File: src/rtl/fastcnt_pkg.sv
package fastcnt_pkg;

    localparam int NIB_W = 4;

    // One channel's field of the control word, MSB first
    typedef struct packed {
        logic clr_stop;
        logic hrst_dis;
        logic cnt_dis;
        logic sw_rst;
    } ctl_nib_t;

    // Level bits kept between writes
    typedef struct packed {
        logic hrst_dis;
        logic cnt_dis;
    } lvl_t;

    function automatic int count_bits(logic [31:0] mask);
        int n = 0;
        for (int k = 0; k < 32; k++) n += int'(mask[k]);
        return n;
    endfunction

    // Position of channel ch among the channels that own an external reset
    function automatic int ext_index(logic [31:0] mask, int ch);
        int n = 0;
        for (int k = 0; k < 32; k++) if (k < ch && mask[k]) n++;
        return n;
    endfunction

endpackage

File: src/rtl/fastcnt_edge.sv
module fastcnt_edge #(
    parameter int STAGES = 2
) (
    input  logic clk,
    input  logic rst,
    input  logic din,
    output logic rise_o
);
    logic [STAGES:0] sh_q;

    always_ff @(posedge clk) begin
        if (rst) sh_q <= '0;
        else     sh_q <= {sh_q[STAGES-1:0], din};
    end

    assign rise_o = sh_q[STAGES-1] & ~sh_q[STAGES];

    // A detected edge lasts exactly one cycle
    p_single_pulse_r3: assert property (@(posedge clk) disable iff (rst)
        rise_o |=> !rise_o);
endmodule

File: src/rtl/fastcnt_chan.sv
module fastcnt_chan import fastcnt_pkg::*; #(
    parameter int CW     = 24,
    parameter bit HAS_HW = 1'b1
) (
    input  logic          clk,
    input  logic          rst,
    input  logic          wr_i,
    input  ctl_nib_t      nib_i,
    input  lvl_t          lvl_i,
    input  logic          cnt_edge_i,
    input  logic          hw_edge_i,
    input  logic          start_i,
    output logic [CW-1:0] count_o,
    output logic          active_o,
    output logic          home_o
);
    logic [CW-1:0] count_q;
    logic          active_q, home_q;
    logic          zero_now, clr_now, hw_zero, home_hit;

    assign clr_now  = wr_i & nib_i.clr_stop;
    assign zero_now = wr_i & (nib_i.sw_rst | nib_i.clr_stop);
    assign hw_zero  = hw_edge_i & ~active_q & ~lvl_i.hrst_dis;
    assign home_hit = hw_edge_i & active_q;

    always_ff @(posedge clk) begin
        if (rst) begin
            count_q  <= '0;
            active_q <= 1'b0;
            home_q   <= 1'b0;
        end else begin
            if (zero_now)                         count_q <= '0;
            else if (hw_zero)                     count_q <= '0;
            else if (cnt_edge_i && !lvl_i.cnt_dis) count_q <= count_q + CW'(1);

            if (clr_now) begin
                active_q <= 1'b0;
                home_q   <= 1'b0;
            end else begin
                if (start_i)  active_q <= 1'b1;
                if (home_hit) home_q   <= 1'b1;
            end
        end
    end

    assign count_o  = count_q;
    assign active_o = active_q;
    assign home_o   = home_q;

    p_swrst_zero_r2: assert property (@(posedge clk) disable iff (rst)
        (wr_i && nib_i.sw_rst) |=> count_q == '0);

    p_hold_when_disabled_r4: assert property (@(posedge clk) disable iff (rst)
        (lvl_i.cnt_dis && !wr_i && !hw_edge_i) |=> $stable(count_q));

    p_clear_drops_flags_r7: assert property (@(posedge clk) disable iff (rst)
        (wr_i && nib_i.clr_stop) |=> (!active_q && !home_q && count_q == '0));

    p_home_needs_active_r9: assert property (@(posedge clk) disable iff (rst)
        $rose(home_q) |-> $past(active_q));

    p_step_one_r3: assert property (@(posedge clk) disable iff (rst)
        !zero_now |=> (count_q == $past(count_q) + CW'(1)) || $stable(count_q) || count_q == '0);

    if (!HAS_HW) begin : g_nohw
        p_no_home_r9: assert property (@(posedge clk) disable iff (rst) !home_q);
    end
endmodule

File: src/rtl/fastcnt_ctrl.sv
module fastcnt_ctrl import fastcnt_pkg::*; #(
    parameter int             NCH     = 4,
    parameter int             CW      = 24,
    parameter logic [NCH-1:0] HW_MASK = 4'b0101,
    localparam int            NHW     = count_bits(32'(HW_MASK)),
    localparam int            WW      = NCH * NIB_W
) (
    input  logic              clk,
    input  logic              rst,
    input  logic              ctl_we,
    input  logic [WW-1:0]     ctl_wdata,
    input  logic [NCH-1:0]    cnt_in,
    input  logic [NHW-1:0]    ext_rst_in,
    input  logic [NCH-1:0]    pout_start,
    output logic [NCH*CW-1:0] count_o,
    output logic [NCH-1:0]    pout_active_o,
    output logic [NCH-1:0]    home_o
);
    for (genvar i = 0; i < NCH; i++) begin : g_ch
        ctl_nib_t nib;
        lvl_t     lvl_q;
        logic     cnt_edge, hw_edge;

        assign nib = ctl_wdata[i*NIB_W +: NIB_W];

        always_ff @(posedge clk) begin
            if (rst)         lvl_q <= '0;
            else if (ctl_we) lvl_q <= '{hrst_dis: nib.hrst_dis, cnt_dis: nib.cnt_dis};
        end

        fastcnt_edge #(.STAGES(2)) u_cnt_sync (
            .clk(clk), .rst(rst), .din(cnt_in[i]), .rise_o(cnt_edge)
        );

        if (HW_MASK[i]) begin : g_hw
            localparam int HI = ext_index(32'(HW_MASK), i);
            fastcnt_edge #(.STAGES(2)) u_hw_sync (
                .clk(clk), .rst(rst), .din(ext_rst_in[HI]), .rise_o(hw_edge)
            );
        end else begin : g_nohw
            assign hw_edge = 1'b0;
        end

        fastcnt_chan #(.CW(CW), .HAS_HW(HW_MASK[i])) u_chan (
            .clk        (clk),
            .rst        (rst),
            .wr_i       (ctl_we),
            .nib_i      (nib),
            .lvl_i      (lvl_q),
            .cnt_edge_i (cnt_edge),
            .hw_edge_i  (hw_edge),
            .start_i    (pout_start[i]),
            .count_o    (count_o[i*CW +: CW]),
            .active_o   (pout_active_o[i]),
            .home_o     (home_o[i])
        );

        // Stored levels follow the last write
        p_level_latch_r1: assert property (@(posedge clk) disable iff (rst)
            ctl_we |=> lvl_q.cnt_dis == $past(ctl_wdata[i*NIB_W+1]));
    end
endmodule

File: config.mk
export PLATFORM = sky130hd
export DESIGN_NAME = fastcnt_ctrl
export DESIGN_NICKNAME = d
export VERILOG_FILES = /design/src/rtl/fastcnt_pkg.sv /design/src/rtl/fastcnt_edge.sv /design/src/rtl/fastcnt_chan.sv /design/src/rtl/fastcnt_ctrl.sv
export SDC_FILE = /design/constraint.sdc
export NUM_CORES = 1
export LEC_CHECK = 0
export ABC_AREA = 1
export BUFFER_PORTS_ARGS = -buffer_cell sky130_fd_sc_hd__buf_2
export CORE_UTILIZATION = 40
export CTS_BUF_LIST = sky130_fd_sc_hd__clkbuf_2 sky130_fd_sc_hd__clkbuf_4 sky130_fd_sc_hd__clkbuf_8
export CTS_CLUSTER_DIAMETER = 50
export CTS_CLUSTER_SIZE = 40
export DETAILED_ROUTE_END_ITERATION = 12
export PLACE_DENSITY = 0.7
export SKIP_CTS_REPAIR_TIMING = 1
export SLEW_MARGIN = 10
export SYNTH_ARGS = -nofsm -noshare
export SYNTH_HDL_FRONTEND = slang
export SYNTH_SLANG_ARGS = --single-unit
File: constraint.sdc
create_clock -name clk -period 1.85 [get_ports clk]
set_input_delay 0.185 -clock clk [delete_from_list [all_inputs] [get_ports clk]]
set_output_delay 0.185 -clock clk [all_outputs]
set_load 0.05 [all_outputs]
==> results.yml <==
status:
  run_status: "completed"
timing:
  timing.final.crit_period_ns: 1.57
  clock_skew_ns: 0.0101
  rsz0062_at_grt: "false"
  max_freq_mhz: 638
  final.setup.tns_ns: 0
  timing_max_transition_violations_final: 0
  finalWorstSetupSlack_ns: 0.283
  min_period_over_period_pct: 84.7
  finalHoldViolations: 0
  setup_viol: 0
  fin_worst_hold_slack_ns: 0.00989
pwr:
  vdd_ir_drop_max_v: 0.000487
  clock_power_share_pct: 46.6
  net_switching_share_of_the_total_power_pct: 22.5
  sequentialPowerShare_pct: 48.1
  share_comb_of_total_power_pct: 5.3
  p_sw_mw: 1.29
  p_per_area_nw_per_um2: 770
  power.static_leakage_nw: 3.34
  fin_total_pwr_mw: 5.74
  internal_power_component_mw: 4.45
drt:
  dr.pass1.iters: 4
  vias_per_cell: 4.63
  drt.antenna.violating_nets: 0
  vias: 5840
  wl_per_cell_um: 11.3
  totalWireLength_um: 14200
  drtIter0Drc: 295
  drc: 0
finish:
  post-route-cell-area_um2: 7460
  final_common_cell: "nand2_1"
  layout.cells.most_common_list: "nand2_1 (232), nor2_1 (190), buf_2 (128), dfxtp_1 (126), inv_1 (121)"
  finalNonFillerCells: 1260
  layout-area-overhead-vs-synth_pct: 21.6
  final_util_pct: 50.5
  num_antenna_cells: 0
  filler_cell_count: 1500
  layout-drive-gt1-share_pct: 19.4
  finish.net_count: 1096
placed_design:
  place_hpwl_um: 10600
  post-place-ws_ns: 0.294
  detailed_place.area_um2: 6910
  gpl.final_weighted_congestion: 0.842
  portBuffers: 128
  place.detailed.instances: 1218
cts:
  tritoncts.num_buffers: 17
  cts.clk_slew.worst_paths_ns: 0.08
  worstSkewPairLatency_ns: 0.43
  cts_tree: "done"
  h-tree-depth: 4
  tritoncts_num_sinks: 126
  cts.root.buffer_cell: "clkbuf_8"
  max-clock-path-buffers: 2
global_routing:
  first_pass_grt_wire_length_um: 23600
  grt_use_total_pct: 18.5
  grt_start_max_net_pins: 19
  grt_overflow_total: 0
  first_global_vias: 5084
  grt_antenna_before_repair: 0
setup_path:
  worst_path_most_repeated_cell: "nor2_1"
  critical_path_cell_by_cell: "ha_1, inv_1, nor2_1, nand3_1, nor2_1, nand3_1, nand2_1, nor2_1"
  timing_worst_setup_path_type: "reg -> reg"
  endpoint_kind: "flop"
  critical_path.max_stage_delay_ns: 0.39
  crit_path_start_kind: "flop"
  cp_data_arrival_time_ns: 1.90
  reg2reg_setup_slack_ns: 0.28
  ff2ff_path_depth: 8
  worstPathRequired_ns: 2.18
  r2r-start: "g_ch[1].u_chan.count_o[0]"
  worst-path-max-fanout: 4
  end_of_the_worst_register_to_register_path: "g_ch[1].u_chan.count_o[22]"
  critical_path.slowest_cell: "dfxtp_1"
min_path:
  hold_path.startpoint: "ctl_wdata[10]"
  hold_depth: 3
  worst_min_delay_path_endpoint: "g_ch[2].lvl_q[1]"
  worstHoldPathType: "in -> reg"
floorplan:
  design.portCount: 133
  floorplan.core_area_um2: 14800
  die_width_um: 126
  dieHeight_um: 126
  start_util_pct: 41.5
  floorplan_die_area_um2: 15800
  row_count: 44
synth:
  syn_inst: 917
  postSynthAreaPerCell_um2: 6.68
  yosysSeqAreaShare_pct: 41.2
  syn-cell-area_um2: 6130
  post_synth_num_cell_types: 37
  synth_seq_cells: 126
  ys_warn_count: 0
flow_run:
  max_cap_violations: 0
-- how the worst max path moves through the flow --
stage | end | from | slack (ns)
after floorplan | g_ch[1].u_chan.count_o[22] | g_ch[1].u_chan.count_o[0] | 0.08
after global placement | g_ch[1].u_chan.count_o[22] | g_ch[1].u_chan.count_o[0] | 0.33
after detailed placement | g_ch[1].u_chan.count_o[22] | g_ch[1].u_chan.count_o[0] | 0.29
after CTS | g_ch[1].u_chan.count_o[22] | g_ch[1].u_chan.count_o[0] | 0.29
after global routing | g_ch[1].u_chan.count_o[22] | g_ch[1].u_chan.count_o[0] | 0.09
final | g_ch[1].u_chan.count_o[22] | g_ch[1].u_chan.count_o[0] | 0.28
-- layout make-up --
class                   count  area (um2)  share of cell area, %
multi-input cells         649        3000                   40.2
flip-flops and latches    126        2520                   33.8
repair buffers            143         778                   10.4
inverters                 126         475                   6.38
clock buffers              22         290                   3.89
well taps                 184         230                   3.09
clock inverters            10         160                   2.15
-- registers in the layout, summed over array words and instances (netlist names) --
signal	flops
g_ch.u_chan.count_o	96
g_ch.u_cnt_sync.sh_q	12
g_ch.g_hw.u_hw_sync.sh_q	6
g_ch.lvl_q	6
g_ch.u_chan.active_o	4
g_ch.u_chan.home_o	2
-- metal layers --
layer	share of wire [%]	vias up	track usage, %	wire, um
li1	-	3142	-	-
met5	0	-	0	0
met1	49	2581	23.7	6960
met2	46	106	30.1	6520
met3	4.4	11	5.14	622
met4	0.91	0	5.95	129
-- critical path, delay by kind of cell (launching register included) --
family,cells,cell delay [ns]
adders and majority gates,1,0.23
buffers and inverters,1,0.05
DFF,1,0.39
and+or+nand+nor,6,0.79
-- power groups by stage --
| stage | Clock [mW] | Sequential (mW) | Combinational, mW |
|---|---|---|---|
| after global routing | 2.89 | 2.76 | 0.341 |
| final | 2.68 | 2.76 | 0.303 |
| after floorplan | 0 | 2.83 | 0.216 |
| after global placement | 0 | 2.82 | 0.288 |
| after detailed placement | 0 | 2.82 | 0.291 |
| after CTS | 2.77 | 2.76 | 0.292 |
-- Yosys cell counts (all sizes together) --
| library cell | number | share of area [%] |
|---|---|---|
| and3 | 5 | 0.51 |
| and2 | 2 | 0.20 |
| nand3b | 2 | 0.45 |
| nand4 | 13 | 1.3 |
| nor2 | 211 | 14 |
| clkbuf | 2 | 0.12 |
| nor3b | 4 | 0.65 |
| o21ai | 22 | 1.8 |
| o21a | 2 | 0.24 |
| nor3 | 11 | 1.2 |
| ha | 4 | 0.82 |
| a31oi | 1 | 0.10 |
| dfxtp | 126 | 41 |
| nand2 | 236 | 15 |
| buf | 15 | 2.1 |
| conb | 1 | 0.061 |
| xor2 | 4 | 0.57 |
| inv | 126 | 7.8 |
| a21oi | 50 | 4.6 |
| xnor2 | 5 | 0.71 |
| o211ai | 1 | 0.35 |
| nand3 | 74 | 6.4 |
-- logic make-up after synthesis --
| group | share of synthesized area, % |
|---|---|
| adders and majority gates | 0.817 |
| AOI/OAI and AO/OA | 7.06 |
| and+or+nand+nor | 39.6 |
| DFF | 41.2 |
| buffers and inverters | 9.98 |
| other | 0.0612 |
| xor gates and xnor gates | 1.29 |
(Power assumes the default switching activity.)
